--- config.mk ---
export PLATFORM = sky130hd
export DESIGN_NAME = bg_writebuf
export DESIGN_NICKNAME = d
export VERILOG_FILES = /design/src/rtl/bg_pkg.sv /design/src/rtl/bg_pack.sv /design/src/rtl/bg_fifo.sv /design/src/rtl/bg_writebuf.sv
export SDC_FILE = /design/constraint.sdc
export NUM_CORES = 1
export LEC_CHECK = 0
export ABC_CLOCK_PERIOD_IN_PS = 10300
export BUFFER_PORTS_ARGS = -buffer_cell sky130_fd_sc_hd__buf_2
export CAP_MARGIN = 20
export CORE_MARGIN = 5
export CORE_UTILIZATION = 30
export CTS_CLUSTER_SIZE = 40
export DETAILED_ROUTE_END_ITERATION = 12
export MAX_ROUTING_LAYER = met4
export PLACE_DENSITY = 0.45
export RECOVER_POWER = 25
export SYNTH_ARGS = -nofsm -noshare
export SYNTH_HDL_FRONTEND = slang
export SYNTH_HIERARCHICAL = 1
export SYNTH_SLANG_ARGS = --single-unit
--- constraint.sdc ---
create_clock -name clk -period 10.3 [get_ports clk]
set_clock_uncertainty 0.2 [all_clocks]
set_input_delay 2.06 -clock clk [delete_from_list [all_inputs] [get_ports clk]]
set_output_delay 2.06 -clock clk [all_outputs]
set_load 0.05 [all_outputs]
--- src/rtl/bg_pkg.sv ---
package bg_pkg;
  typedef enum logic [2:0] {
    OP_IDLE   = 3'd0,
    OP_START  = 3'd1,
    OP_PUT_B  = 3'd2,
    OP_PUT_H  = 3'd3,
    OP_PUT_W  = 3'd4,
    OP_SKIP_B = 3'd5,
    OP_SKIP_H = 3'd6,
    OP_SKIP_W = 3'd7
  } bg_op_e;
endpackage

--- src/rtl/bg_pack.sv ---
// Lane placement and mask generation for one fill command.
module bg_pack
  import bg_pkg::*;
#(
  parameter int LANES  = 4,
  parameter int LANE_W = 8
) (
  input  bg_op_e                         op,
  input  logic [$clog2(LANES)-1:0]       ptr,
  input  logic [LANES*LANE_W-1:0]        din,
  output logic [LANES-1:0]               be,
  output logic [LANES*LANE_W-1:0]        dout,
  output logic [$clog2(LANES):0]         span,
  output logic                           is_fill,
  output logic                           misalign
);
  localparam int PW = $clog2(LANES);
  localparam int EW = PW + 2;

  logic                    is_write;
  logic [EW-1:0]           lo, hi;
  logic [LANES*LANE_W-1:0] shifted;
  logic [PW:0]             span_m1;

  always_comb begin
    unique case (op)
      OP_PUT_B, OP_SKIP_B: span = (PW+1)'(1);
      OP_PUT_H, OP_SKIP_H: span = (PW+1)'(2);
      OP_PUT_W, OP_SKIP_W: span = (PW+1)'(LANES);
      default:             span = '0;
    endcase
  end

  assign is_write = (op == OP_PUT_B) || (op == OP_PUT_H) || (op == OP_PUT_W);
  assign is_fill  = (span != '0);
  assign span_m1  = span - 1'b1;
  assign misalign = is_fill && (({1'b0, ptr} & span_m1) != '0);
  assign lo       = {2'b00, ptr};
  assign hi       = lo + {1'b0, span};
  assign shifted  = din << (ptr * LANE_W);

  for (genvar g = 0; g < LANES; g++) begin : g_lane
    assign be[g] = is_write && (lo <= EW'(g)) && (EW'(g) < hi);
    assign dout[g*LANE_W +: LANE_W] = be[g] ? shifted[g*LANE_W +: LANE_W] : '0;
  end
endmodule

--- src/rtl/bg_fifo.sv ---
// Entry queue with registered read port; storage has no reset so it maps to RAM.
module bg_fifo #(
  parameter int W     = 53,
  parameter int DEPTH = 8
) (
  input  logic         clk,
  input  logic         rst,
  input  logic         push,
  input  logic [W-1:0] din,
  input  logic         gnt,
  output logic         full,
  output logic         out_valid,
  output logic [W-1:0] out_data
);
  localparam int AW = $clog2(DEPTH);

  logic [W-1:0]  store [DEPTH];
  logic [AW-1:0] wp, rp;
  logic [AW:0]   cnt;
  logic          pop;

  assign pop  = gnt && (cnt != '0);
  assign full = (cnt == (AW+1)'(DEPTH));

  always_ff @(posedge clk) begin
    if (push) store[wp] <= din;
  end

  always_ff @(posedge clk) begin
    if (rst) begin
      wp        <= '0;
      rp        <= '0;
      cnt       <= '0;
      out_valid <= 1'b0;
      out_data  <= '0;
    end else begin
      if (push) wp <= wp + 1'b1;
      if (pop) begin
        rp       <= rp + 1'b1;
        out_data <= store[rp];
      end
      out_valid <= pop;
      case ({push, pop})
        2'b10:   cnt <= cnt + 1'b1;
        2'b01:   cnt <= cnt - 1'b1;
        default: cnt <= cnt;
      endcase
    end
  end

  a_r10_count_bound: assert property (@(posedge clk) disable iff (rst)
    cnt <= (AW+1)'(DEPTH));
endmodule

--- src/rtl/bg_writebuf.sv ---
module bg_writebuf
  import bg_pkg::*;
#(
  parameter int ADDR_W = 17,
  parameter int DEPTH  = 8,
  parameter int LANES  = 4,
  parameter int LANE_W = 8
) (
  input  logic                     clk,
  input  logic                     rst,
  input  logic                     cmd_valid,
  input  logic [2:0]               cmd_op,
  input  logic [LANES*LANE_W-1:0]  cmd_data,
  input  logic [ADDR_W-1:0]        cmd_addr,
  output logic                     cmd_ready,
  input  logic                     mem_gnt,
  output logic                     mem_we,
  output logic [ADDR_W-1:0]        mem_addr,
  output logic [LANES*LANE_W-1:0]  mem_data,
  output logic [LANES-1:0]         mem_be
);
  localparam int DW    = LANES * LANE_W;
  localparam int PW    = $clog2(LANES);
  localparam int ENT_W = ADDR_W + DW + LANES;

  bg_op_e            op;
  logic [PW-1:0]     ptr;
  logic [DW-1:0]     acc_data, lane_data, merged_data, push_data;
  logic [LANES-1:0]  acc_be, lane_be, merged_be, push_be;
  logic [ADDR_W-1:0] acc_addr;
  logic [PW:0]       span, fill_end;
  logic              is_fill, misalign, wrap;
  logic              fifo_full, take, realign_go, start_go, fill_go, push;
  logic [ENT_W-1:0]  out_ent;

  assign op = bg_op_e'(cmd_op);

  bg_pack #(.LANES(LANES), .LANE_W(LANE_W)) u_pack (
    .op(op), .ptr(ptr), .din(cmd_data), .be(lane_be), .dout(lane_data),
    .span(span), .is_fill(is_fill), .misalign(misalign)
  );

  assign fill_end    = {1'b0, ptr} + span;
  assign wrap        = (fill_end == (PW+1)'(LANES));
  assign merged_data = acc_data | lane_data;
  assign merged_be   = acc_be | lane_be;

  // A misaligned fill spends one cycle closing the current long.
  assign cmd_ready  = !fifo_full && !(is_fill && misalign);
  assign take       = cmd_valid && cmd_ready;
  assign realign_go = cmd_valid && is_fill && misalign && !fifo_full;
  assign start_go   = take && (op == OP_START);
  assign fill_go    = take && is_fill;

  assign push      = realign_go || (start_go && ptr != '0) || (fill_go && wrap);
  assign push_data = fill_go ? merged_data : acc_data;
  assign push_be   = fill_go ? merged_be : acc_be;

  always_ff @(posedge clk) begin
    if (rst) begin
      ptr      <= '0;
      acc_data <= '0;
      acc_be   <= '0;
      acc_addr <= '0;
    end else if (realign_go) begin
      ptr      <= '0;
      acc_data <= '0;
      acc_be   <= '0;
      acc_addr <= acc_addr + 1'b1;
    end else if (start_go) begin
      ptr      <= '0;
      acc_data <= '0;
      acc_be   <= '0;
      acc_addr <= cmd_addr;
    end else if (fill_go) begin
      if (wrap) begin
        ptr      <= '0;
        acc_data <= '0;
        acc_be   <= '0;
        acc_addr <= acc_addr + 1'b1;
      end else begin
        ptr      <= fill_end[PW-1:0];
        acc_data <= merged_data;
        acc_be   <= merged_be;
      end
    end
  end

  bg_fifo #(.W(ENT_W), .DEPTH(DEPTH)) u_fifo (
    .clk(clk), .rst(rst), .push(push), .din({acc_addr, push_data, push_be}),
    .gnt(mem_gnt), .full(fifo_full), .out_valid(mem_we), .out_data(out_ent)
  );

  assign mem_addr = out_ent[ENT_W-1 -: ADDR_W];
  assign mem_data = out_ent[LANES +: DW];
  assign mem_be   = out_ent[LANES-1:0];

  a_r8_word_aligned: assert property (@(posedge clk) disable iff (rst)
    (fill_go && span == (PW+1)'(2)) |-> !ptr[0]);
  a_r8_long_aligned: assert property (@(posedge clk) disable iff (rst)
    (fill_go && span == (PW+1)'(LANES)) |-> (ptr == '0));
  a_r6_start_clears_lane: assert property (@(posedge clk) disable iff (rst)
    start_go |=> (ptr == '0 && acc_be == '0));
  a_r10_no_overflow: assert property (@(posedge clk) disable iff (rst)
    push |-> !fifo_full);
  a_r11_we_only_granted: assert property (@(posedge clk) disable iff (rst)
    mem_we |-> $past(mem_gnt));
endmodule

---- Word level (Yosys, flattened, before mapping) ----
Memories as Yosys holds them, arrays and structs flattened. A register that Yosys moved wholly into a read port is not among the register bits.
Index checks and enable logic that the tools add are counted.
word-level totals
  bits in registers ....................... 66
  bits in latches ......................... 0
  bits in writable memories ............... 424
  bits in read-only memories .............. 0
  input port bits ......................... 56
  output and inout bits ................... 55
  logic and storage cells ................. 95
  memories kept ........................... 1
memories
  name          words  bits a word  read ports  clocked after Yosys merged registers in  write ports  line           text
  u_fifo.store  8      53           1           1                                        1            bg_fifo.sv:17  logic [W-1:0] store [DEPTH];
cells by class
  add/subtract/negate cells ............... 8
  $mul .................................... 0
  div/mod/pow operators ................... 0
  order comparisons ....................... 8
  eq/ne operators ......................... 11
  shifts and indexed selects .............. 1
  multiplexer cells ....................... 17
  bitwise gates (word level) .............. 3
  reduce and logical (&&, ||, !) cells .... 38
operators with widths
  kind                   number
  $mux 17                4
  $mux 32                2
  $mux 8                 4
  $or 32x32->32          1
  $shl 32x5->32          1
  $logic_and 1x1->1      20
  $add 17x1->17 const B  1
  $eq 3x3->1 const B     5
  $reduce_bool 3->1      4
  $pmux 3 s3             1
  $lt 1x4->1 const A     2
  $lt 2x4->1 const A     2
  $mux 4                 2
  $pmux 4 s2             1
  $add 3x1->3 const B    2
  $eq 3x2->1 const B     2
  $reduce_or 2->1        3
  $add 2x3->4            1
  $add 4x1->4 const B    1
  $eq 4x4->1 const B     1
  $le 2x1->1 const B     2
  $le 2x2->1 const B     2
  $logic_or 1x1->1       4
  $or 4x4->4             1
  14 further kinds       17

---- Longest topological paths before layout ----
  depth in word-level cells ............... 17
  mapped depth ............................ 22
  gate-level depth less buffers ........... 19

---- By module ----
The synthesis kept the hierarchy.
modules (own cells, without submodules)
  module       instances  cells each  area an instance (um2)  seq. area each (um2)
  bg_fifo      1          860         18,237.5                14,013.4
  bg_writebuf  1          277         2,532.4                 1,101.1
  bg_pack      1          135         954.7                   0.0

---- Worst setup path before layout ----
OpenSTA, ideal clock, no wires.
  kind .................................... input to register
  from .................................... input port cmd_op[0]
  to ...................................... memory u_fifo.store[0][0] (enable)
  setup time .............................. 529 ps
  data arrival time ....................... 7,589 ps
  required time ........................... 9,571 ps
  path slack .............................. 1,981 ps
  stages .................................. 15
  path buffers ............................ 2
  path through ............................ nand2b_1 > o22ai_1 > inv_1 > ha_1 > inv_1 > a21oi_1 > a21oi_1 > nand2_1 > and3_1 > buf_4 > buf_2 > o21ai_0 > nand2_1 > nand2b_1 > nor3_1
between the ends
  longest elaborated chain between the ends .. 17
  elaborated cells between the ends (all ways) .. 33
  classes of those cells .................. add/sub: 2; eq/ne: 8; mux: 3; bitwise: 1; reduce/logical: 19
ends and longest elaborated chain
  element                                          line               text
  from (decl)                                      bg_writebuf.sv:12  input logic [2:0] cmd_op,
  $eq 3x3->1 / $eq 3x2->1 (equally long branches)  bg_pack.sv:26      unique case (op)
  $reduce_or 2->1                                  bg_pack.sv:26
  $pmux 3 s3 (*)                                   bg_pack.sv:26
  net span[0]                                      bg_writebuf.sv:31  logic [PW:0] span, fill_end;
  $sub 3x1->3                                      bg_pack.sv:36      assign span_m1 = span - 1'b1;
  $and 2x3->3                                      bg_pack.sv:37      assign misalign = is_fill && (({1'b0, ptr} & span_m1) != '0);
  $reduce_bool 3->1                                bg_pack.sv:37
  $logic_and 1x1->1 (*)                            bg_pack.sv:37
  net misalign                                     bg_writebuf.sv:32  logic is_fill, misalign, wrap;
  (+3 left out)                                    -
  $logic_and 1x1->1                                bg_writebuf.sv:50  assign take = cmd_valid && cmd_ready;
  $logic_and 1x1->1                                bg_writebuf.sv:52  assign start_go = take && (op == OP_START);
  $logic_and 1x1->1                                bg_writebuf.sv:55  assign push = realign_go || (start_go && ptr != '0) || (fill_go && wrap);
  $logic_or 1x1->1                                 bg_writebuf.sv:55
  $logic_or 1x1->1 (*)                             bg_writebuf.sv:55
  net push                                         bg_writebuf.sv:33  logic fifo_full, take, realign_go, start_go, fill_go, push;
  $mux 1 (*)                                       bg_fifo.sv:26      if (push) store[wp] <= din;
  $mux 1 (not written as such) (*)                 bg_fifo.sv:26
  to (decl)                                        bg_fifo.sv:17
Mark *: on every way through the listed nets, which the timed path passes. The rest lies on a longest branch.

---- Worst setup path after layout ----
  from .................................... input port mem_gnt
  to ...................................... register u_fifo.out_data[52], read port of u_fifo.store
between the ends
  longest elaborated chain between the ends .. 1
ends and longest elaborated chain
  element            line               text
  from (decl)        bg_writebuf.sv:16  input logic mem_gnt,
  $logic_and 1x1->1  bg_fifo.sv:22      assign pop = gnt && (cnt != '0);
  to (decl)          bg_fifo.sv:13      output logic [W-1:0] out_data
No other way between the ends.
A chain may end at the register's enable or synchronous reset.

==> flow_metrics.env <==
export IMPL_drt_initial_drc_count=619
export IMPL_core_area_um2=71600
export IMPL_r2r_start="u_fifo/cnt[1]$_SDFFE_PP0P_"
export IMPL_setup_viol=0
export IMPL_grt_usage=0.147
export IMPL_setup_tns_ns=0
export IMPL_synthArstFlopShare=0
export IMPL_cts_path_max_buffers=3
export IMPL_rows=98
export IMPL_cts_hold_buffers=0
export IMPL_outcome="complete, but fails checks"
export IMPL_start_util=0.303
export IMPL_crit_type="primary input to flop"
export IMPL_synth_net_count=1341
export IMPL_placed_cells=2276
export IMPL_postCtsResizedCells=0
export IMPL_io_buffers=110
export IMPL_synthTopCellsByArea="edfxtp_1, mux4_2, dfxtp_1, nor3_2, nor2_1"
export IMPL_vias=11757
export IMPL_grt_pass1_vias=12165
export IMPL_synth_area_per_cell_um2=17.1
export IMPL_worst_ep_arrival_time_ns=6.84
export IMPL_yosysWarnings=6
export IMPL_cts_buffers=60
export IMPL_post_route_period_util=0.644
export IMPL_crit_chain="clkbuf_1 -> o41a_1 -> buf_4 -> nand2_1 -> o22ai_1 -> nor3_2"
export IMPL_critPathLaunchType="primary input"
export IMPL_cp_startpoint="mem_gnt"
export IMPL_whs_ns=0.276
export IMPL_stdcell_area_um2=25000
export IMPL_grt_start_max_net_pins=65
export IMPL_post_place_ws_ns=3.25
export IMPL_dp_hpwl_um=34000
export IMPL_die_h_um=279
export IMPL_finalPower_mw=5.58
export IMPL_hold_class="flop to flop"
export IMPL_setup_slack_ns=3.67
export IMPL_ys_seq_area_frac=0.696
export IMPL_finalMaxSlewViolations=186
export IMPL_min_period_ns=6.63
export IMPL_firstDrtPassIters=4
export IMPL_multi_input_area_um2=6080
export IMPL_cap_viol_max_count=4
export IMPL_endpoint="u_fifo/out_data[52]$_SDFFE_PP0N_"
export IMPL_cts_tree="done"
export IMPL_fin_cells=2391
export IMPL_p_leak_nw=8.15
export IMPL_finish_utilization=0.349
export IMPL_rsz0062_at_grt="false"
export IMPL_synth_cell_types=69
export IMPL_r2r_slack_ns=4.73
export IMPL_peakVddDrop_mv=0.120
export IMPL_gp_congestion=0.762
export IMPL_fillers=6902
export IMPL_crit_buf_inv=2
export IMPL_synth_largest_area_cell="edfxtp_1"
export IMPL_nNetsFinal=1457
export IMPL_cp_slowest_cell="nand2_1"
export IMPL_path_clk_slew_ns=0.06
export IMPL_ctsRootBufferMaster="clkbuf_16"
export IMPL_required_ns=10.51
export IMPL_drt_wirelength_per_cell_um=23.6
export IMPL_drive_gt1_frac=0.244
export IMPL_crit_path_max_incr_delay_ns=1.82
export IMPL_insertion_delay_ns=0.62
export IMPL_cts_sinks=543
export IMPL_worst_path_stages=6
export IMPL_hold_violations=0
export IMPL_violations="max-capacitance violations, max-slew violations"
export IMPL_crit_family="compound AO/OA/AOI/OAI gates"
export IMPL_cts_setup_buffers=0
export IMPL_netlist_instances=1272
export IMPL_synthFlopType="edfxtp_1"
export IMPL_via_per_inst=4.92
export IMPL_ios=111
export IMPL_area_growth_pct=15.0
export IMPL_netlist_area_leader_share=0.586
export IMPL_synth_edff_count=424
export IMPL_max_slew_margin_rel=-1.30
export IMPL_die_x_um=279
export IMPL_placed_cell_area_um2=23200
export IMPL_p_per_area_nw_per_um2=223
export IMPL_holdPathStages=2
export IMPL_worst_slew_pin_slew_ns=3.45
export IMPL_dieArea_um2=77900
export IMPL_timing_fmax_mhz=151
export IMPL_critPathMaxFanout=53
export IMPL_netlist_area_um2=21700
export IMPL_routed_wirelength_um=56300
export IMPL_cts_max_level=2
export IMPL_regArea_um2=15100
export IMPL_grt_antenna_before_repair=2
export IMPL_grt_overflow=0
export IMPL_endpoint_kind="flop"
export IMPL_ant_nets=0
export IMPL_r2r_end="u_fifo/out_data[52]$_SDFFE_PP0N_"
export IMPL_grt_pass1_wl_um=83800
export IMPL_r2r_cells=5
export IMPL_synth_seq_cells=543
export IMPL_drcViolationCount=0
==> worst min-delay path by stage <==
stage	startpoint	endpoint
3_5_place_dp	acc_be[3]$_SDFFE_PP0P_	acc_be[3]$_SDFFE_PP0P_
6_report	acc_data[31]$_SDFFE_PP0P_	acc_data[31]$_SDFFE_PP0P_
4_1_cts	acc_data[31]$_SDFFE_PP0P_	acc_data[31]$_SDFFE_PP0P_
5_1_grt	acc_data[31]$_SDFFE_PP0P_	acc_data[31]$_SDFFE_PP0P_
2_1_floorplan	acc_be[3]$_SDFFE_PP0P_	acc_be[3]$_SDFFE_PP0P_
3_3_place_gp	acc_data[31]$_SDFFE_PP0P_	acc_data[31]$_SDFFE_PP0P_
==> layout by cell type, fill, tap and decap left out, types with 17 or more instances in the layout <==
cell,count
o22ai_1,49
nand2_1,25
buf_2,53
a211oi_1,17
nor3_2,46
mux4_2,106
clkbuf_1,82
nor2b_1,48
mux2i_1,21
edfxtp_1,424
dfxtp_1,115
nor2_1,94
clkbuf_16,60
a21oi_1,35
a21o_1,38
nor3_1,18
buf_4,19
==> power by group <==
group,total [mW],leakage (nW),internal (mW),switching (mW)
Sequential,2.52,4.88,2.45,0.0725
Clock,2.08,0.931,1.22,0.864
Combinational,0.974,2.33,0.322,0.652
==> synthesized netlist by cell type, types with 5 or more instances <==
library cell    n
a211oi_1       17
a21o_1         38
a21oi_1        35
buf_2          31
buf_6           8
buf_8           5
clkbuf_1       26
dfxtp_1       119
edfxtp_1      424
ha_1           11
inv_1          12
mux2i_1        21
mux4_2        106
nand2_1        24
nand2b_1       12
nand3_1         7
nor2_1        100
nor2b_1        48
nor3_1         13
nor3_2         51
nor4b_2         8
o21ai_0        14
o22ai_1        47
o22ai_2        10
o32ai_1         6
or3_1           5
xor2_1          6
==> tightest hold or removal path, cell delays in order (launching register included) <==
cell and delay, ns:
dfxtp_1 0.33, a31oi_1 0.04, nor2_1 0.07
==> kinds of logic after synthesis <==
family	after synthesis	synth area share
AO/OA/AOI/OAI	193	0.0632
adder cells (fa/ha/maj)	13	0.00818
flip-flops	543	0.696
multiplexers	129	0.121
AND/OR/NAND/NOR	295	0.0842
XOR/XNOR	8	0.00323
buffers and inverters	91	0.0243
==> area by class of cell <==
type | instances | share of cell area
antenna | 1 | 0.000100
clock buffer | 86 | 0.0648
clock inverter | 28 | 0.0114
inverter | 14 | 0.00210
multi-input combinational | 638 | 0.243
sequential | 543 | 0.605
tap | 950 | 0.0476
timing repair buffer | 131 | 0.0255
==> state kept, by name, indices dropped and copies added (netlist names) <==
| register | cells |
|---|---|
| u_fifo/store | 424 |
| u_fifo/out_data | 53 |
| acc_data | 32 |
| acc_addr | 17 |
| acc_be | 4 |
| u_fifo/cnt | 4 |
| u_fifo/rp | 3 |
| u_fifo/wp | 3 |
| ptr | 2 |
| u_fifo/out_valid | 1 |
==> per-layer routing <==
metal  track usage  vias up  wire (µm)
met5             -        -          0
met4        0.0388        0       1270
met3        0.0217       72       1950
met2         0.236      227      27500
met1         0.199     6187      25600
li1              -     5271          -
(Power assumes the default switching activity.)
